--- config.mk ---
export PLATFORM = sky130hd
export DESIGN_NAME = split_timebase
export DESIGN_NICKNAME = d
export VERILOG_FILES = /design/src/rtl/split_timebase_pkg.sv /design/src/rtl/split_timebase_dp.sv /design/src/rtl/split_timebase_ctl.sv /design/src/rtl/split_timebase.sv
export SDC_FILE = /design/constraint.sdc
export NUM_CORES = 1
export LEC_CHECK = 0
export BUFFER_PORTS_ARGS = -buffer_cell sky130_fd_sc_hd__buf_2
export CAP_MARGIN = 20
export CORE_MARGIN = 4
export CORE_UTILIZATION = 35
export DETAILED_ROUTE_END_ITERATION = 12
export PLACE_DENSITY = 0.56
export SLEW_MARGIN = 25
export SYNTH_ARGS = -nofsm -noshare
export SYNTH_HDL_FRONTEND = slang
export SYNTH_SLANG_ARGS = --single-unit
--- constraint.sdc ---
create_clock -name clk -period 3.45 [get_ports clk]
set_input_delay 0.345 -clock clk [delete_from_list [all_inputs] [get_ports clk]]
set_output_delay 0.345 -clock clk [all_outputs]
set_load 0.01 [all_outputs]
--- src/rtl/split_timebase_pkg.sv ---
`timescale 1ns/1ps
package split_timebase_pkg;
  localparam int HALF_W = 16;
  localparam int TIME_W = 2 * HALF_W;

  // datapath view handed to control each cycle
  typedef struct packed {
    logic [HALF_W-1:0] hi;
    logic [HALF_W-1:0] lo;
    logic [HALF_W-1:0] hiNext;
    logic              hiWrap;
  } dpInfo_t;

  // strobes from control into the datapath
  typedef struct packed {
    logic load;
  } ctlCmd_t;
endpackage

--- src/rtl/split_timebase_dp.sv ---
`timescale 1ns/1ps
module split_timebase_dp
  import split_timebase_pkg::*;
#(
  parameter int PS_W = 16
) (
  input  logic              clk,
  input  logic              rstN,
  input  ctlCmd_t           cmd,
  input  logic [PS_W-1:0]   prescaleDiv,
  input  logic [TIME_W-1:0] loadValue,
  output dpInfo_t           info,
  output logic [TIME_W-1:0] timeNow
);
  localparam logic [HALF_W-1:0] HALF_MAX = '1;
  localparam logic [HALF_W-1:0] HALF_ONE = HALF_W'(1);
  localparam logic [PS_W-1:0]   PS_ONE   = PS_W'(1);

  logic [HALF_W-1:0] hiCnt, loCnt;
  logic [PS_W-1:0]   psCnt, psLimit;
  logic tick, loWrap, hiWrap;

  assign tick   = !cmd.load && (psCnt == psLimit);
  assign loWrap = tick && (loCnt == HALF_MAX);
  assign hiWrap = loWrap && (hiCnt == HALF_MAX);

  always_ff @(posedge clk) begin
    if (!rstN) begin
      hiCnt   <= '0;
      loCnt   <= '0;
      psCnt   <= '0;
      psLimit <= '0;
    end else if (cmd.load) begin
      hiCnt   <= loadValue[TIME_W-1:HALF_W];
      loCnt   <= loadValue[HALF_W-1:0];
      psCnt   <= '0;
      psLimit <= prescaleDiv;
    end else if (tick) begin
      psCnt <= '0;
      loCnt <= loCnt + HALF_ONE;
      if (loWrap) begin
        hiCnt   <= hiCnt + HALF_ONE;
        psLimit <= prescaleDiv;   // update event: new divisor applies here
      end
    end else begin
      psCnt <= psCnt + PS_ONE;
    end
  end

  assign timeNow     = {hiCnt, loCnt};
  assign info.hi     = hiCnt;
  assign info.lo     = loCnt;
  assign info.hiNext = cmd.load ? loadValue[TIME_W-1:HALF_W]
                     : (loWrap ? hiCnt + HALF_ONE : hiCnt);
  assign info.hiWrap = hiWrap;

  // without a load the time moves by at most one step per clock
  a_r3_single_step: assert property (@(posedge clk) disable iff (!rstN)
    !cmd.load |=> (timeNow == $past(timeNow)) || (timeNow == $past(timeNow) + TIME_W'(1)));

  // divisor only changes on load or low-half rollover
  a_r2_divisor_hold: assert property (@(posedge clk) disable iff (!rstN)
    !(cmd.load || loWrap) |=> $stable(psLimit));

  // the high half moves only together with a low-half rollover
  a_r3_hi_follows_lo: assert property (@(posedge clk) disable iff (!rstN)
    (!cmd.load && !loWrap) |=> $stable(hiCnt));
endmodule

--- src/rtl/split_timebase_ctl.sv ---
`timescale 1ns/1ps
module split_timebase_ctl
  import split_timebase_pkg::*;
(
  input  logic              clk,
  input  logic              rstN,
  input  logic              loadStb,
  input  logic              armStb,
  input  logic [TIME_W-1:0] deadline,
  input  logic              disarmStb,
  input  logic              statusWrStb,
  input  logic [1:0]        statusWrData,
  input  dpInfo_t           info,
  output ctlCmd_t           cmd,
  output logic [1:0]        statusFlags
);
  logic [TIME_W-1:0] dlReg;
  logic hiCmpEn, loCmpEn, evFlag, ovFlag;
  logic hiHit, loHit, matchNow, matchOk;
  logic [HALF_W-1:0] dlHiIn;

  assign cmd.load = loadStb;
  assign dlHiIn   = deadline[TIME_W-1:HALF_W];
  assign hiHit    = info.hi == dlReg[TIME_W-1:HALF_W];
  assign loHit    = info.lo == dlReg[HALF_W-1:0];
  assign matchNow = (hiCmpEn || loCmpEn) && hiHit && loHit;
  assign matchOk  = matchNow && !armStb && !disarmStb && !loadStb;

  always_ff @(posedge clk) begin
    if (!rstN) begin
      dlReg   <= '0;
      hiCmpEn <= 1'b0;
      loCmpEn <= 1'b0;
      evFlag  <= 1'b0;
      ovFlag  <= 1'b0;
    end else begin
      // overflow status
      if (loadStb)                             ovFlag <= 1'b0;
      else if (info.hiWrap)                    ovFlag <= 1'b1;
      else if (statusWrStb && !statusWrData[1]) ovFlag <= 1'b0;
      // event status
      if (loadStb)                             evFlag <= 1'b0;
      else if (matchOk)                        evFlag <= 1'b1;
      else if (statusWrStb && !statusWrData[0]) evFlag <= 1'b0;
      // compare stage control
      if (armStb) begin
        dlReg   <= deadline;
        hiCmpEn <= dlHiIn > info.hiNext;
        loCmpEn <= dlHiIn == info.hiNext;
      end else if (loadStb || disarmStb || matchNow) begin
        hiCmpEn <= 1'b0;
        loCmpEn <= 1'b0;
      end else if (hiCmpEn && hiHit) begin
        hiCmpEn <= 1'b0;          // hand over to the low-half stage
        loCmpEn <= 1'b1;
      end else if (loCmpEn && !hiHit) begin
        loCmpEn <= 1'b0;          // low half missed within this high period
      end
    end
  end

  assign statusFlags = {ovFlag, evFlag};

  // a full rollover always leaves the overflow bit set
  a_r4_ovf_set: assert property (@(posedge clk) disable iff (!rstN)
    (info.hiWrap && !loadStb) |=> ovFlag);

  // at most one compare stage is live
  a_r6_one_stage: assert property (@(posedge clk) disable iff (!rstN)
    !(hiCmpEn && loCmpEn));

  // an event only rises right after the time equalled the deadline
  a_r8_exact_fire: assert property (@(posedge clk) disable iff (!rstN)
    $rose(evFlag) |-> ($past({info.hi, info.lo}) == $past(dlReg)));

  // disarm leaves no stage enabled
  a_r9_disarm: assert property (@(posedge clk) disable iff (!rstN)
    (disarmStb && !armStb) |=> !hiCmpEn && !loCmpEn);

  // a load clears both status bits
  a_r5_load_clears: assert property (@(posedge clk) disable iff (!rstN)
    loadStb |=> (statusFlags == 2'b00));
endmodule

--- src/rtl/split_timebase.sv ---
`timescale 1ns/1ps
module split_timebase
  import split_timebase_pkg::*;
#(
  parameter int PS_W = 16
) (
  input  logic              clk,
  input  logic              rstN,
  input  logic [PS_W-1:0]   prescaleDiv,
  input  logic              loadStb,
  input  logic [TIME_W-1:0] loadValue,
  input  logic              armStb,
  input  logic [TIME_W-1:0] deadline,
  input  logic              disarmStb,
  input  logic              statusWrStb,
  input  logic [1:0]        statusWrData,
  output logic [TIME_W-1:0] timeNow,
  output logic [1:0]        statusFlags,
  output logic              eventIrq,
  output logic              ovfIrq
);
  dpInfo_t info;
  ctlCmd_t cmd;

  split_timebase_dp #(.PS_W(PS_W)) u_dp (
    .clk(clk), .rstN(rstN), .cmd(cmd), .prescaleDiv(prescaleDiv),
    .loadValue(loadValue), .info(info), .timeNow(timeNow)
  );

  split_timebase_ctl u_ctl (
    .clk(clk), .rstN(rstN), .loadStb(loadStb), .armStb(armStb),
    .deadline(deadline), .disarmStb(disarmStb), .statusWrStb(statusWrStb),
    .statusWrData(statusWrData), .info(info), .cmd(cmd),
    .statusFlags(statusFlags)
  );

  assign eventIrq = statusFlags[0];
  assign ovfIrq   = statusFlags[1];
endmodule

==> flow_summary.ini, run 1 <==
[global_route]
grt_pass1_vias = 4787
groute.layer.met2.usage_pct = 26.75
grt_first_pass_wirelength_um = 24670
grt_util_met1_pct = 22.69
global_route.peak_usage_layer = met2
antenna_found_initial = 0
grt_max_degree = 41
grt_usage_pct = 16.88
grt-ovfl-total = 0
met3_usage_pct = 3.664

[synthesis]
dominantRegCellSynth = sky130_fd_sc_hd__dfxtp_1
synth-warning-count = 0
synth_edf_count = 0
synth_async_sr_flop_share_pct = 0
synth.lib_cells_used.distinct = 52
synth_xor_area_share_pct = 12.13
yosys.area_share.adder_pct = 4.114
synthesis.instances = 670
synthesis.area_um2 = 5778
postSynthRegisterBits = 100
syn-mean-instance-area_um2 = 8.624
synth_top_family_by_area = simple AND/OR/NAND/NOR gates
synth-compound-area-share_pct = 8.727
synth_seq_area_share_pct = 34.65
synth_fp_nets = 777
yosys.area_share.simple_pct = 24.77
synth_mux_area_share_pct = 7.492

[cells_and_area]
syn_to_final_growth_pct = 17.61
finish.net_count = 863
stdcell_count = 976
drive_above_1_share_pct = 25.26
leading_cell_type_in_the_layout_fill_and_taps_excluded = sky130_fd_sc_hd__buf_2
layout.filler_cells = 1635
antennaDiodeCount = 0
final_util_pct = 42.32
layout.cells.most_common_list = 122 x sky130_fd_sc_hd__buf_2, 99 x sky130_fd_sc_hd__dfxtp_1, 78 x sky130_fd_sc_hd__nor2_1, 58 x sky130_fd_sc_hd__xor2_1, 41 x sky130_fd_sc_hd__mux2i_1
finished_cell_area_um2 = 6795

[worst_setup_path]
worst_setup_path_start_kind = flip-flop
crit_path_start = u_dp.loCnt[0]
cp_data_required_time_ps = 3680
cp.arrival_ps = 3510
regToRegSetupSlack_ps = 170
crit_fanout = 6
crit-reg2reg-capture = u_ctl.hiCmpEn
crit_path_end_kind = flip-flop
r2r.worst_path.cells = 13
crit_type = reg -> reg
critical_path.reg2reg.startpoint = u_dp.loCnt[0]

[drt]
routed_wirelength_um = 15570
dr.first_iter.drc_count = 271
wl_per_cell_um = 15.95
detailedRoute.firstPassIterationCount = 5
remaining_drc_errors = 0
route.vias.total = 4912
via_per_inst = 5.033
remaining_antenna_violation_count_after_routing = 0

[cts]
h-tree-depth = 3
clk_transition_reported_paths_ps = 70
cts_num_sinks = 100
postCtsSetupBuffers = 0
ctsLongestPathBuffers = 2
worstSkewPairLatency_ps = 350
tritoncts = built
cts_inserted_buffers = 9
cts_root_buffer_type = sky130_fd_sc_hd__clkbuf_16

[sta]
timing.slew.headroom_pct = 49.99
finalCriticalPeriod_ps = 3275
clock_skew_ps = 10.24
worst_pin_slew_ps = 749.0
setup_tns_ps = 0
final_min_period_over_clock_period_pct = 94.93
timing.final.ws_setup_ps = 174.9
finalHoldViolations = 0
timing.final.setup_violations = 0
final.hold.worst_slack_ps = 226.4
final_max_slew_viol_count = 0
maxClockFrequency_mhz = 305.3

[power_and_ir_drop]
irDropWorstVdd_v = 0.0002321
clock_power_share_pct = 37.4
part_of_the_total_power_dissipated_in_combinational_logic_pct = 16.8
power_frac_seq_pct = 45.8
net-switching-power_uw = 747.1
totalPowerFinal_mw = 2.790
p_int_mw = 2.043
powerDensity_nw_per_um2 = 410.6
power_leakage_nw = 3.053
sw_frac_of_total_pct = 26.77

[placement]
placed_area_um2 = 6424
pre_cts_setup_slack_ps = 33.21
portBuffers = 123
place.detailed.instances = 961
place.gp.congestion = 0.8961
place.detailed.hpwl_um = 12000

[die]
die_width_um = 136.5
io_pins = 124
vertical_extent_of_the_die_um = 136.5
number_of_rows_created_at_floorplan = 46
die_area_um2 = 18630
core_area_um2 = 16060
starting_utilization_of_the_core_area_pct = 35.98

[min_path]
worstHoldPathType = in -> reg
destination_of_the_worst_hold_path = u_ctl.dlReg[2]
holdPathStages = 3
startpoint_of_the_most_critical_hold_path = deadline[2]

[run_status]
status = complete, no violations

[flow_run]
max_cap_violations = 0
layout make-up:
class                   count  area (µm²)  area share, %
clock buffers              14       274.0          4.032
clock inverters             1       30.03         0.4419
inverters                  14       52.55         0.7733
multi-input cells         485        3374          49.66
flip-flops and latches    100        2003          29.48
well taps                 216       270.3          3.977
repair buffers            146       790.8          11.64
flip-flops by register name (all words and copies together), names as in the netlist:
register       flops
u_ctl.dlReg       32
u_dp.hiCnt        16
u_dp.loCnt        16
u_dp.psCnt        16
u_dp.psLimit      16
u_ctl.evFlag       1
u_ctl.hiCmpEn      1
u_ctl.loCmpEn      1
u_ctl.ovFlag       1
power groups by stage:
stage	Sequential [mW]	Clock, mW	Combinational (mW)
after floorplan	1.29	0	0.317
after global placement	1.30	0	0.453
after detailed placement	1.30	0	0.460
after CTS	1.28	1.08	0.463
after global routing	1.29	1.12	0.525
final	1.28	1.04	0.470
synthesized netlist by cell type, drive strengths merged, types with 2 or more instances:
library cell	n	area [µm²]
a211oi	4	42.54
xnor2	22	192.7
inv	14	52.55
clkbuf	24	90.09
nand4	19	140.1
nor2b	9	56.30
o211a	3	30.03
mux2	2	22.52
xor2	58	508.0
and3	11	68.82
nand2	39	146.4
a21o	2	15.01
o311a	2	31.28
nor3	19	135.1
and4	4	35.03
nor4	18	181.4
ha	19	237.7
a21oi	24	120.1
o21ai	42	210.2
nor2	79	312.8
or3	3	18.77
nand2b	11	68.82
o21a	2	15.01
mux2i	41	410.4
nand3	38	195.2
or2	2	15.02
and2	3	18.77
dfxtp	100	2002
buf	47	326.6
how the worst max path moves through the flow:
stage,end,slack [ps],cells after the start
floorplan,u_ctl.hiCmpEn,260,14
global placement,u_ctl.hiCmpEn,150,13
detailed placement,u_ctl.hiCmpEn,30,13
CTS,u_ctl.hiCmpEn,40,13
global route,u_ctl.hiCmpEn,-3,14
finish,u_ctl.hiCmpEn,170,13
timing repair:
item / in CTS / in global routing
endpoints found under the setup margin: 0 / 2
hold buffers: 0 / 0
gates resized for setup: 0 / 10
hold endpoints to repair: 0 / 0
critical path: stages, from the launching register on:
cell                       delay, ps
sky130_fd_sc_hd__dfxtp_1         340
sky130_fd_sc_hd__ha_1            190
sky130_fd_sc_hd__nand3_2         150
sky130_fd_sc_hd__or2_4           300
sky130_fd_sc_hd__or3_4           410
sky130_fd_sc_hd__o311a_4         390
sky130_fd_sc_hd__a211oi_4        170
sky130_fd_sc_hd__ha_1            280
sky130_fd_sc_hd__a21o_1          160
sky130_fd_sc_hd__a21o_1          170
sky130_fd_sc_hd__a21oi_1         130
sky130_fd_sc_hd__o21ai_0         110
sky130_fd_sc_hd__a211oi_1        260
sky130_fd_sc_hd__o21ai_0         100
per-layer routing:
metal,vias up,share of wire (%),wire (µm)
met5,-,0,0
met4,0,1.6,251
met3,19,6.0,935
met2,150,46,7186
met1,2298,46,7192
li1,2445,-,-
logic make-up after synthesis:
logic type | Yosys count
AOI/OAI and AO/OA | 84
xor gates and xnor gates | 80
adders and majority gates | 19
buffers and inverters | 85
DFF | 100
muxes | 43
and+or+nand+nor | 259
Power figures use the tool's default switching activity.
==> run 2: changes to the inputs <==
--- a/config.mk
+++ b/config.mk
@@ -11,7 +11,8 @@
 export CORE_UTILIZATION = 35
 export DETAILED_ROUTE_END_ITERATION = 12
 export PLACE_DENSITY = 0.56
-export SLEW_MARGIN = 25
+export SLEW_MARGIN = 10
 export SYNTH_ARGS = -nofsm -noshare
 export SYNTH_HDL_FRONTEND = slang
 export SYNTH_SLANG_ARGS = --single-unit
+export TNS_END_PERCENT = 10
==> constraint.sdc (replaced) <==
create_clock -name clk -period 3.45 [get_ports clk]
set_input_delay 1.035 -clock clk [delete_from_list [all_inputs] [get_ports clk]]
set_output_delay 1.035 -clock clk [all_outputs]
set_load 0.01 [all_outputs]
==> run 2 against run 1 <==
Effect of this change: design area about the same; final cell count is 0.31% higher; die area is the same; clock power shrank 6%; critical path depth up 2; first-iteration DRC count is 11% lower; power down 2.4%; clock-buffer cell count fell by 5; wire length up 0.19%; sequential power hardly changed; combinational power is essentially flat; critical endpoint unchanged; largest cell class unchanged.
==> flow_summary.ini, run 2 (same netlist as run 1, synthesis figures left out) <==
[cells_and_area]
layout.filler_cells = 1628
drive_above_1_share_pct = 25.95
antennaDiodeCount = 0
finished_cell_area_um2 = 6792
flip_flop_count_of_the_largest_register_after_layout = 32
ff_latch_area_um2 = 2002
syn_to_final_growth_pct = 17.54
area_occupied_by_multi_input_gates_um2 = 3367
largest_register = u_ctl.dlReg
finish.net_count = 865
layout.cells.most_common_list = 123 x sky130_fd_sc_hd__buf_2, 100 x sky130_fd_sc_hd__dfxtp_1, 78 x sky130_fd_sc_hd__nor2_1, 58 x sky130_fd_sc_hd__xor2_1, 41 x sky130_fd_sc_hd__mux2i_1
leading_cell_type_in_the_layout_fill_and_taps_excluded = sky130_fd_sc_hd__buf_2

[worst_setup_path]
timing.critical_path.mode_cell = sky130_fd_sc_hd__o21ai_0
crit-reg2reg-capture = u_ctl.hiCmpEn
critical_path.reg2reg.startpoint = u_dp.loCnt[1]
regToRegSetupSlack_ps = 210
cp.arrival_ps = 3480
cp_slowest_cell = sky130_fd_sc_hd__or3_4
crit_chain = ha_1 -> nand3_2 -> or2_4 -> or3_4 -> buf_4 -> nor2_8 -> mux2_1 -> o21ai_0 -> ha_1 -> nand3_1 -> o22ai_1 -> nor2_1 -> o21ai_0 -> a211oi_1 -> o21ai_0
critical_path.max_stage_delay_ps = 390
crit_path_end_kind = flip-flop
crit_fanout = 6
crit_type = reg -> reg
r2r.worst_path.cells = 15
cp_data_required_time_ps = 3690
worst_setup_path_start_kind = flip-flop

[drt]
wl_per_cell_um = 15.93
dr.first_iter.drc_count = 242
via_per_inst = 4.939
detailedRoute.firstPassIterationCount = 4
route.vias.total = 4835
remaining_drc_errors = 0
remaining_antenna_violation_count_after_routing = 0
routed_wirelength_um = 15600

[global_route]
grt-ovfl-total = 0
grt_pass1_vias = 4916
grt_max_degree = 45
grt_usage_pct = 16.97
grt_first_pass_wirelength_um = 24820
antenna_found_initial = 0

[placement]
portBuffers = 123
place.detailed.hpwl_um = 12110
place.gp.congestion = 0.8955
placed_area_um2 = 6451

[sta]
setup_tns_ps = 0
clock_skew_ps = 12.51
finalHoldViolations = 0
final_min_period_over_clock_period_pct = 93.83
worst_pin_slew_ps = 749.7
maxClockFrequency_mhz = 308.9
timing.final.setup_violations = 0
finalCriticalPeriod_ps = 3237
timing.slew.headroom_pct = 50.02
final_max_slew_viol_count = 0

[cts]
cts_root_buffer_type = sky130_fd_sc_hd__clkbuf_16
clk_transition_reported_paths_ps = 80
postCtsHoldBufs = 0
tritoncts = built
h-tree-depth = 3
cts_num_sinks = 100
cts_inserted_buffers = 9
worstSkewPairLatency_ps = 350
postCtsResizedCells = 0
ctsLongestPathBuffers = 2
postCtsSetupBuffers = 0

[die]
die_width_um = 136.5
die_area_um2 = 18630
core_area_um2 = 16060
number_of_rows_created_at_floorplan = 46
starting_utilization_of_the_core_area_pct = 35.98
io_pins = 124
vertical_extent_of_the_die_um = 136.5

[power_and_ir_drop]
clock_power_share_pct = 36.0
net-switching-power_uw = 797.6
powerDensity_nw_per_um2 = 400.9
irDropWorstVdd_v = 0.0002557
sw_frac_of_total_pct = 29.29
totalPowerFinal_mw = 2.723
power_leakage_nw = 3.055
power_frac_seq_pct = 46.8
part_of_the_total_power_dissipated_in_combinational_logic_pct = 17.2
p_int_mw = 1.925

[min_path]
startpoint_of_the_most_critical_hold_path = u_dp.psLimit[13]
destination_of_the_worst_hold_path = u_dp.psLimit[13]
holdPathStages = 2
worstHoldPathType = reg -> reg

[flow_run]
max_cap_violations = 0

[run_status]
status = complete, no violations
-- run 2: cell types whose count changed in the layout (fill, tap and decap cells not counted), sizes merged --
| cell | delta |
|---|---|
| buf | +2 |
| clkbuf | -5 |
| clkinvlp | +1 |
| inv | +4 |
| bufinv | -1 |
| clkinv | +2 |
-- run 2: layout make-up --
cell class	instances	share of cell area, %
Clock inverter	7	0.8659
Tap cell	216	3.979
Sequential cell	100	29.48
Clock buffer	9	3.316
Inverter	14	0.7738
Multi-Input combinational cell	485	49.58
Timing Repair Buffer	148	12.01
-- run 2: power groups by stage --
| stage | registers, mW | logic, mW | clock network (mW) |
|---|---|---|---|
| 2_1_floorplan | 1.29 | 0.317 | 0 |
| 3_3_place_gp | 1.30 | 0.456 | 0 |
| 3_5_place_dp | 1.30 | 0.462 | 0 |
| 4_1_cts | 1.27 | 0.465 | 1.01 |
| 5_1_grt | 1.28 | 0.519 | 1.06 |
| 6_report | 1.27 | 0.467 | 0.981 |
-- run 2: worst max-delay path by stage --
stage	to	startpoint	depth (start not counted)
2_1_floorplan	u_ctl.hiCmpEn	u_dp.loCnt[0]	14
3_3_place_gp	u_ctl.hiCmpEn	u_dp.loCnt[0]	14
3_5_place_dp	u_ctl.hiCmpEn	u_dp.loCnt[1]	15
4_1_cts	u_ctl.hiCmpEn	u_dp.loCnt[1]	15
5_1_grt	u_ctl.hiCmpEn	u_dp.psLimit[14]	13
6_report	u_ctl.hiCmpEn	u_dp.loCnt[1]	15
-- run 2: metal layers --
metal	vias to the layer above	wire [µm]	track usage (%)
met1	2238	7323	22.37
li1	2453	-	-
met4	0	195	5.095
met5	-	0	0
met2	130	7194	27.49
met3	14	883	4.071
-- run 2: worst max-delay path: cells and delay by family (launching register included) --
kind	cells	cell delay, ps
simple gates	6	1150
compound gates	5	690
fa+ha+maj	2	440
mux	1	350
flops	1	340
buf+inv	1	170
-- run 2: stage by stage --
stage / util (%) / hold slack [ps] / std cells / worst slack [ps]
2_1_floorplan: - / 444.5 / 670 / 258.7
3_3_place_gp: 40.17 / 463.9 / 963 / 141.6
3_5_place_dp: 40.17 / 465.7 / 963 / 90.68
4_1_cts: 41.94 / 476.0 / 979 / 80.18
5_1_grt: 42.29 / 497.9 / 979 / -20.24
6_report: 42.29 / 470.9 / 979 / 212.7
